[config.mk]
export PLATFORM = sky130hd
export DESIGN_NAME = lpc_io_target
export DESIGN_NICKNAME = d
export VERILOG_FILES = /design/src/rtl/lpc_tgt_pkg.sv /design/src/rtl/lpc_tgt_decode.sv /design/src/rtl/lpc_tgt_flags.sv /design/src/rtl/lpc_tgt_seq.sv /design/src/rtl/lpc_io_target.sv
export SDC_FILE = /design/constraint.sdc
export NUM_CORES = 1
export LEC_CHECK = 0
export CAP_MARGIN = 15
export CORE_MARGIN = 2
export CORE_UTILIZATION = 69
export DETAILED_ROUTE_END_ITERATION = 7
export DONT_BUFFER_PORTS = 1
export GPL_TIMING_DRIVEN = 0
export PLACE_DENSITY = 0.94
export SLEW_MARGIN = 20
export SYNTH_ARGS = -nofsm -noshare
export SYNTH_HDL_FRONTEND = slang
export SYNTH_SLANG_ARGS = --single-unit
export TNS_END_PERCENT = 5
[constraint.sdc]
create_clock -name lclk -period 2.8 [get_ports lclk]
set_clock_uncertainty 0.05 [all_clocks]
set_input_delay 0.56 -clock lclk [delete_from_list [all_inputs] [get_ports lclk]]
set_output_delay 0.56 -clock lclk [all_outputs]
set_load 0.03 [all_outputs]
[src/rtl/lpc_tgt_pkg.sv]
`timescale 1ns/1ps
package lpc_tgt_pkg;

  localparam logic [3:0] NIB_START_OK = 4'b0000;
  localparam logic [3:0] CT_IO_RD     = 4'b0000;
  localparam logic [3:0] CT_IO_WR     = 4'b0010;
  localparam logic [3:0] NIB_READY    = 4'b0000;
  localparam logic [3:0] NIB_IDLE     = 4'b1111;
  localparam int         TAR_CYC      = 2;

  typedef enum logic [3:0] {
    ST_IDLE,
    ST_START,
    ST_ADDR,
    ST_WDATA,
    ST_HTAR,
    ST_SYNC,
    ST_RDATA,
    ST_TTAR,
    ST_SKIP,
    ST_ABORT
  } seq_state_e;

endpackage

[src/rtl/lpc_tgt_decode.sv]
`timescale 1ns/1ps
module lpc_tgt_decode #(
  parameter int AW  = 16,
  parameter int NCH = 3
) (
  input  logic [AW-1:0]     addr_i,
  input  logic [NCH*AW-1:0] ch_addr_i,
  input  logic [NCH-1:0]    ch_en_i,
  output logic              hit_o,
  output logic [$clog2(NCH)-1:0] idx_o
);
  localparam int CW = $clog2(NCH);

  logic [NCH-1:0] match;

  genvar g;
  generate
    for (g = 0; g < NCH; g++) begin : g_cmp
      assign match[g] = ch_en_i[g] && (ch_addr_i[g*AW +: AW] == addr_i);
    end
  endgenerate

  // scan downward so the lowest matching channel is the one left standing
  always_comb begin
    hit_o = 1'b0;
    idx_o = '0;
    for (int i = NCH - 1; i >= 0; i--) begin
      if (match[i]) begin
        hit_o = 1'b1;
        idx_o = CW'(i);
      end
    end
  end

  always_comb begin
    if (hit_o) begin
      AST_HIT_ENABLED: assert (ch_en_i[idx_o]);
    end
  end

endmodule

[src/rtl/lpc_tgt_flags.sv]
`timescale 1ns/1ps
module lpc_tgt_flags #(
  parameter int NCH = 3
) (
  input  logic                   clk,
  input  logic                   rst_n,
  input  logic                   commit_i,
  input  logic [$clog2(NCH)-1:0] chan_i,
  input  logic [NCH-1:0]         clr_i,
  input  logic [NCH-1:0]         ie_i,
  output logic [NCH-1:0]         ibf_o,
  output logic                   irq_o
);
  logic [NCH-1:0] ibf_q;
  logic [NCH-1:0] set_v;

  genvar g;
  generate
    for (g = 0; g < NCH; g++) begin : g_flag
      assign set_v[g] = commit_i && (chan_i == ($clog2(NCH))'(g));

      always_ff @(posedge clk) begin
        if (!rst_n)          ibf_q[g] <= 1'b0;
        else if (set_v[g])   ibf_q[g] <= 1'b1;
        else if (clr_i[g])   ibf_q[g] <= 1'b0;
      end

      AST_IBF_SET: assert property (@(posedge clk) disable iff (!rst_n)
        set_v[g] |=> ibf_q[g]);
      AST_IBF_CLR: assert property (@(posedge clk) disable iff (!rst_n)
        (clr_i[g] && !set_v[g]) |=> !ibf_q[g]);
    end
  endgenerate

  assign ibf_o = ibf_q;
  assign irq_o = |(ibf_q & ie_i);

  AST_ONE_SET: assert property (@(posedge clk) disable iff (!rst_n)
    $onehot0(set_v));

endmodule

[src/rtl/lpc_tgt_seq.sv]
`timescale 1ns/1ps
module lpc_tgt_seq
  import lpc_tgt_pkg::*;
#(
  parameter int AW  = 16,
  parameter int DW  = 8,
  parameter int NCH = 3
) (
  input  logic                   clk,
  input  logic                   rst_n,
  input  logic                   lframe_n,
  input  logic [3:0]             lad_i,
  input  logic                   any_en_i,
  input  logic                   hit_i,
  input  logic [$clog2(NCH)-1:0] hit_idx_i,
  input  logic [NCH*DW-1:0]      rd_data_i,
  output logic [AW-1:0]          cand_addr_o,
  output logic [3:0]             lad_o,
  output logic                   lad_oe,
  output logic                   commit_o,
  output logic [$clog2(NCH)-1:0] chan_o,
  output logic                   wr_valid_o,
  output logic [$clog2(NCH)-1:0] wr_chan_o,
  output logic [DW-1:0]          wr_data_o
);
  localparam int CW       = $clog2(NCH);
  localparam int ADDR_NIB = AW / 4;
  localparam int DATA_NIB = DW / 4;
  localparam int CNTW     = $clog2(ADDR_NIB + 1);

  seq_state_e        st_q;
  logic [CNTW-1:0]   cnt_q;
  logic [3:0]        stnib_q;
  logic              is_wr_q;
  logic [AW-5:0]     ash_q;
  logic [CW-1:0]     ch_q;
  logic [DW-1:0]     wd_q;
  logic [DW-1:0]     rd_q;
  logic [DW-1:0]     rd_sel;
  logic              wv_q;
  logic [CW-1:0]     wch_q;
  logic [DW-1:0]     wdo_q;
  logic              oe_int;
  logic              active;
  logic              abort;
  logic              last_addr, last_dat, last_tar;

  assign active = (st_q == ST_ADDR) || (st_q == ST_WDATA) || (st_q == ST_HTAR) ||
                  (st_q == ST_SYNC) || (st_q == ST_RDATA) || (st_q == ST_TTAR);
  assign abort     = active && !lframe_n;
  assign last_addr = (cnt_q == CNTW'(ADDR_NIB - 1));
  assign last_dat  = (cnt_q == CNTW'(DATA_NIB - 1));
  assign last_tar  = (cnt_q == CNTW'(TAR_CYC - 1));

  assign cand_addr_o = {ash_q, lad_i};
  assign commit_o    = (st_q == ST_SYNC) && is_wr_q && lframe_n;
  assign chan_o      = ch_q;

  always_comb begin
    rd_sel = '0;
    for (int i = 0; i < NCH; i++) begin
      if (ch_q == CW'(i)) rd_sel = rd_data_i[i*DW +: DW];
    end
  end

  always_ff @(posedge clk) begin
    if (!rst_n) begin
      st_q    <= ST_IDLE;
      cnt_q   <= '0;
      stnib_q <= NIB_IDLE;
      is_wr_q <= 1'b0;
      ash_q   <= '0;
      ch_q    <= '0;
      wd_q    <= '0;
      rd_q    <= '0;
      wv_q    <= 1'b0;
      wch_q   <= '0;
      wdo_q   <= '0;
    end else begin
      wv_q <= commit_o;
      if (commit_o) begin
        wch_q <= ch_q;
        wdo_q <= wd_q;
      end
      if (abort) begin
        st_q  <= ST_ABORT;
        cnt_q <= '0;
      end else begin
        case (st_q)
          ST_IDLE: begin
            if (!lframe_n && any_en_i) begin
              st_q    <= ST_START;
              stnib_q <= lad_i;
            end
          end
          ST_START: begin
            if (!lframe_n) begin
              stnib_q <= lad_i;
            end else if (stnib_q == NIB_START_OK &&
                         (lad_i == CT_IO_RD || lad_i == CT_IO_WR)) begin
              st_q    <= ST_ADDR;
              cnt_q   <= '0;
              is_wr_q <= (lad_i == CT_IO_WR);
            end else begin
              st_q <= ST_SKIP;
            end
          end
          ST_ADDR: begin
            ash_q <= cand_addr_o[AW-5:0];
            if (last_addr) begin
              cnt_q <= '0;
              if (hit_i) begin
                ch_q <= hit_idx_i;
                st_q <= is_wr_q ? ST_WDATA : ST_HTAR;
              end else begin
                st_q <= ST_SKIP;
              end
            end else begin
              cnt_q <= cnt_q + 1'b1;
            end
          end
          ST_WDATA: begin
            wd_q <= {lad_i, wd_q[DW-1:4]};
            if (last_dat) begin
              cnt_q <= '0;
              st_q  <= ST_HTAR;
            end else begin
              cnt_q <= cnt_q + 1'b1;
            end
          end
          ST_HTAR: begin
            if (last_tar) begin
              cnt_q <= '0;
              st_q  <= ST_SYNC;
              rd_q  <= rd_sel;
            end else begin
              cnt_q <= cnt_q + 1'b1;
            end
          end
          ST_SYNC: begin
            st_q <= is_wr_q ? ST_TTAR : ST_RDATA;
          end
          ST_RDATA: begin
            rd_q <= rd_q >> 4;
            if (last_dat) begin
              cnt_q <= '0;
              st_q  <= ST_TTAR;
            end else begin
              cnt_q <= cnt_q + 1'b1;
            end
          end
          ST_TTAR: begin
            if (last_tar) begin
              cnt_q <= '0;
              st_q  <= ST_IDLE;
            end else begin
              cnt_q <= cnt_q + 1'b1;
            end
          end
          ST_SKIP: begin
            if (!lframe_n) begin
              if (any_en_i) begin
                st_q    <= ST_START;
                stnib_q <= lad_i;
              end else begin
                st_q <= ST_IDLE;
              end
            end
          end
          ST_ABORT: begin
            if (lframe_n) st_q <= ST_IDLE;
          end
          default: st_q <= ST_IDLE;
        endcase
      end
    end
  end

  always_comb begin
    oe_int = 1'b0;
    lad_o  = NIB_IDLE;
    case (st_q)
      ST_SYNC: begin
        oe_int = 1'b1;
        lad_o  = NIB_READY;
      end
      ST_RDATA: begin
        oe_int = 1'b1;
        lad_o  = rd_q[3:0];
      end
      ST_TTAR: begin
        oe_int = (cnt_q == '0);
        lad_o  = NIB_IDLE;
      end
      default: begin
        oe_int = 1'b0;
        lad_o  = NIB_IDLE;
      end
    endcase
  end

  // the frame marker gates the enable without waiting for a clock edge
  assign lad_oe = oe_int && lframe_n;

  assign wr_valid_o = wv_q;
  assign wr_chan_o  = wch_q;
  assign wr_data_o  = wdo_q;

  AST_ABORT_RELEASE: assert property (@(posedge clk) disable iff (!rst_n)
    (active && !lframe_n) |=> (st_q == ST_ABORT) && !oe_int);
  AST_START_FROM_FRAME: assert property (@(posedge clk) disable iff (!rst_n)
    (st_q == ST_START && $past(st_q) != ST_START) |-> $past(!lframe_n));
  AST_SYNC_AFTER_TAR: assert property (@(posedge clk) disable iff (!rst_n)
    $rose(oe_int) |-> (st_q == ST_SYNC) && ($past(st_q) == ST_HTAR));
  AST_WR_AFTER_SYNC: assert property (@(posedge clk) disable iff (!rst_n)
    wv_q |-> ($past(st_q) == ST_SYNC) && $past(is_wr_q));
  AST_MISS_SKIP: assert property (@(posedge clk) disable iff (!rst_n)
    (st_q == ST_ADDR && last_addr && !hit_i && lframe_n) |=> (st_q == ST_SKIP));
  AST_SKIP_SILENT: assert property (@(posedge clk) disable iff (!rst_n)
    (st_q == ST_SKIP) |=> !wv_q);

endmodule

[src/rtl/lpc_io_target.sv]
`timescale 1ns/1ps
module lpc_io_target #(
  parameter int AW  = 16,
  parameter int DW  = 8,
  parameter int NCH = 3
) (
  input  logic                   lclk,
  input  logic                   rst_n,
  input  logic                   lframe_n,
  input  logic [3:0]             lad_i,
  output logic [3:0]             lad_o,
  output logic                   lad_oe,
  input  logic [NCH*AW-1:0]      ch_addr_i,
  input  logic [NCH-1:0]         ch_en_i,
  input  logic [NCH*DW-1:0]      rd_data_i,
  output logic                   wr_valid_o,
  output logic [$clog2(NCH)-1:0] wr_chan_o,
  output logic [DW-1:0]          wr_data_o,
  input  logic [NCH-1:0]         ibf_clr_i,
  input  logic [NCH-1:0]         ibf_ie_i,
  output logic [NCH-1:0]         ibf_o,
  output logic                   irq_o
);
  localparam int CW = $clog2(NCH);

  logic [AW-1:0] cand_addr;
  logic          hit;
  logic [CW-1:0] hit_idx;
  logic          commit;
  logic [CW-1:0] chan;

  lpc_tgt_decode #(.AW(AW), .NCH(NCH)) u_decode (
    .addr_i    (cand_addr),
    .ch_addr_i (ch_addr_i),
    .ch_en_i   (ch_en_i),
    .hit_o     (hit),
    .idx_o     (hit_idx)
  );

  lpc_tgt_seq #(.AW(AW), .DW(DW), .NCH(NCH)) u_seq (
    .clk         (lclk),
    .rst_n       (rst_n),
    .lframe_n    (lframe_n),
    .lad_i       (lad_i),
    .any_en_i    (|ch_en_i),
    .hit_i       (hit),
    .hit_idx_i   (hit_idx),
    .rd_data_i   (rd_data_i),
    .cand_addr_o (cand_addr),
    .lad_o       (lad_o),
    .lad_oe      (lad_oe),
    .commit_o    (commit),
    .chan_o      (chan),
    .wr_valid_o  (wr_valid_o),
    .wr_chan_o   (wr_chan_o),
    .wr_data_o   (wr_data_o)
  );

  lpc_tgt_flags #(.NCH(NCH)) u_flags (
    .clk      (lclk),
    .rst_n    (rst_n),
    .commit_i (commit),
    .chan_i   (chan),
    .clr_i    (ibf_clr_i),
    .ie_i     (ibf_ie_i),
    .ibf_o    (ibf_o),
    .irq_o    (irq_o)
  );

endmodule

==> qor.txt <==
Outcome: completed
Core area: 4820 um2
Critical-path cell list: buf_2, buf_1, nor2b_1, o21ai_0
Maximum fanout along the worst path: 10
Syn Std Cell Area: 3500 um2
Die area: 5660 um2
Share of cells above drive strength 1: 5.45%
Final hold slack: 388 ps
#FFs+latches synth: 56
Syn. warnings: 0
Lkg Pwr: 1.18 nW
Peak VDD IR: 385 uV
Hold Crit Class: in -> reg
Root buf cell: clkbuf_8
Fin nets: 532
Final Setup Violations: 0
Adder-cell area share of the yosys netlist: 1.79%
Worst Setup End Kind: output pin
Post-synthesis mux area share: 6.01%
Power per cell area: 443 nW/um2
Synth area leaders: dfxtp_1, nand2_1, xnor2_1
Grt ovf: 0
Post-synthesis xor/xnor area fraction: 12.3%
Synth cell count leaders: nand2_1, dfxtp_1, a21boi_0, xnor2_1
Ys flop type: dfxtp_1
Synth unique cells: 50
Routed metal-1 wire length: 3600 um
Initial DRC count: 321
First-pass GRT wire length: 14000 um
Total track usage: 32.6%
First-pass detailed-route iteration total: 7
DR top layer: met4
Post-DP HPWL: 6800 um
Max clock buf depth: 2
Relative slew slack: 37.8%
Post-CTS setup buffers: 0
Final period util: 97.4%
FMAX: 367 MHz
Vias: 3210
Sequential share of the synthesized area: 32.0%
Biggest area consumer among synthesized cells: dfxtp_1
Fillcell total: 355
Die Span Y: 75.2 um
Remaining DRCs: 0
Max Cap Viol: 0
Clock transition at path regs: 100 ps
Htree depth: 2
RSZ-0062 raised after global routing: no
Slowest-stage cell, CP: o21ai_0
Final slew viol count: 0
Fin crit period: 2730 ps
Buf/Inv on CP: 2
CTS Sinks: 56
Post-DRT Antenna Nets: 0
Routed met3 length: 902 um
CTS tree: done
Post-synthesis compound-gate area fraction: 17.1%
Diode count: 0
Antenna violations before repair: 0
Mean Syn Cell Area: 8.10 um2
Area grow syn2layout: 5.01%
Post-synth net total: 525
Wire length per cell: 18.1 um
Crit-path max cell delay: 750 ps
IO buf count: 0
Gpl congestion: 0.999
Hold Fails Final Rpt: 0
Simple-gate share of the synthesized area: 25.4%
Top Ports: 108
CTS buffer count: 5
DR vias/cell: 6.33
Arr. time, crit path: 2120 ps
Setup TNS: 0 ps
Vias in the first global route: 3081
Top-area cell type share of the netlist area: 32.0%
Die W: 75.2 um
Setup CP Type: reg -> out
Slew @ Worst Pin: 924 ps
Post-synthesis async set-or-reset flop share: 0%
Initial Utilization: 72.6%
Most common cell in the synthesized netlist: nand2_1
Delay-heaviest family, CP: compound AO/OA/AOI/OAI gates
Setup crit start kind: flop
Number of flops mapped to enable cells by yosys: 0
# rows: 25
Drt total wl: 9190 um
DR WL met2: 4350 um
Largest net degree at the start of global routing: 18
Syn Inst Count: 432
Largest family of logic cells by synthesized area: simple AND/OR/NAND/NOR gates
Latest clock arrival within the worst-skew pair: 320 ps
Req. time, crit path: 2190 ps
-- flip-flops by register name, indices dropped and copies added (netlist names) --
name	count
u_seq.wr_data_o	8
u_seq.st_q	4
u_seq.wr_valid_o	1
u_seq.ash_q	12
u_seq.wr_chan_o	2
u_seq.rd_q	8
u_seq.cnt_q	3
u_seq.is_wr_q	1
u_seq.stnib_q	4
u_flags.ibf_o	3
u_seq.wd_q	8
u_seq.chan_o	2
-- what timing repair did --
item | CTS | global route
hold buffers | 0 | 0
setup endpoints to repair | 1 | 0
resized for setup | 1 | 0
-- layout by cell type (no fill, tap or decap), types with 5 or more instances in the layout --
cell      synthesis  layout
and3_1            6       6
mux2i_1          21      21
nand4_1           7       7
a21oi_1           9       9
nor4_1            8       8
inv_1            12      12
nand2_1          66      66
a21boi_0         29      29
buf_2             7       7
nor2b_1          17      17
clkbuf_8          0       5
nor3_1            9       8
ha_1              5       5
xor2_1           23      23
o21ai_0          16      16
xnor2_1          26      26
nand3_1          22      22
o211ai_1          8       8
clkbuf_1         23      24
nor2_1           16      16
dfxtp_1          56      56
-- logic make-up after synthesis --
family | after synthesis
muxes | 21
DFF | 56
and+or+nand+nor | 172
adders and majority gates | 5
buffers and inverters | 46
xor gates and xnor gates | 49
AOI/OAI and AO/OA | 83
-- metrics by stage --
stage | power (mW) | util, % | cells | area, um2 | setup slack (ps)
finish | 1.63 | 76.3 | 507 | 3670 | 73.7
global route | 1.68 | 76.3 | 507 | 3670 | 8.68
CTS | 1.62 | 76.3 | 507 | 3670 | 89.3
detailed placement | 1.18 | 74.4 | 499 | 3580 | 64.4
global placement | 1.17 | 74.4 | 499 | 3580 | 114
floorplan | 1.12 | - | 432 | 3500 | 353
-- layout make-up --
| type | instances | area [um2] | share of cell area [%] |
|---|---|---|---|
| multi-input cells | 330 | 2190 | 59.7 |
| flip-flops and latches | 56 | 1120 | 30.5 |
| plain buffers | 34 | 144 | 3.92 |
| well taps | 67 | 83.8 | 2.28 |
| clock buffers | 6 | 72.6 | 1.97 |
| inverters | 12 | 45.0 | 1.23 |
| clock inverters | 2 | 13.8 | 0.375 |
-- where the power goes --
part | switching [mW] | leakage [nW] | internal, mW
logic | 0.205 | 0.687 | 0.140
registers | 0.0162 | 0.452 | 0.814
clock network | 0.274 | 0.0456 | 0.179
total | 0.495 | 1.18 | 1.13
-- path summary, 6_finish.rpt --
check / start / endpoint / slack (ps) / depth (start not counted)
setup reg to reg: u_seq.ash_q[3] / u_seq.st_q[1] / 480 / 7
setup / recovery: u_seq.st_q[0] / lad_o[3] / 70 / 4
hold reg to reg: u_seq.rd_q[5] / u_seq.rd_q[5] / 430 / 2
hold / removal: ibf_clr_i[2] / u_flags.ibf_o[2] / 390 / 2
-- worst reg2reg max path: cells and delay by family (launching register included) --
family / cells / cell delay [ps]
and+or+nand+nor: 4 / 1170
DFF: 1 / 320
buffers and inverters: 1 / 280
AOI/OAI and AO/OA: 1 / 260
xor gates and xnor gates: 1 / 170
-- per-layer routing --
metal,global-route usage [%],vias to the layer above
met4,13.8,0
met5,0,-
met1,38.6,1470
met2,56.1,196
met3,8.17,39
li1,-,1505
No activity file was read; power rests on OpenSTA's default activity.
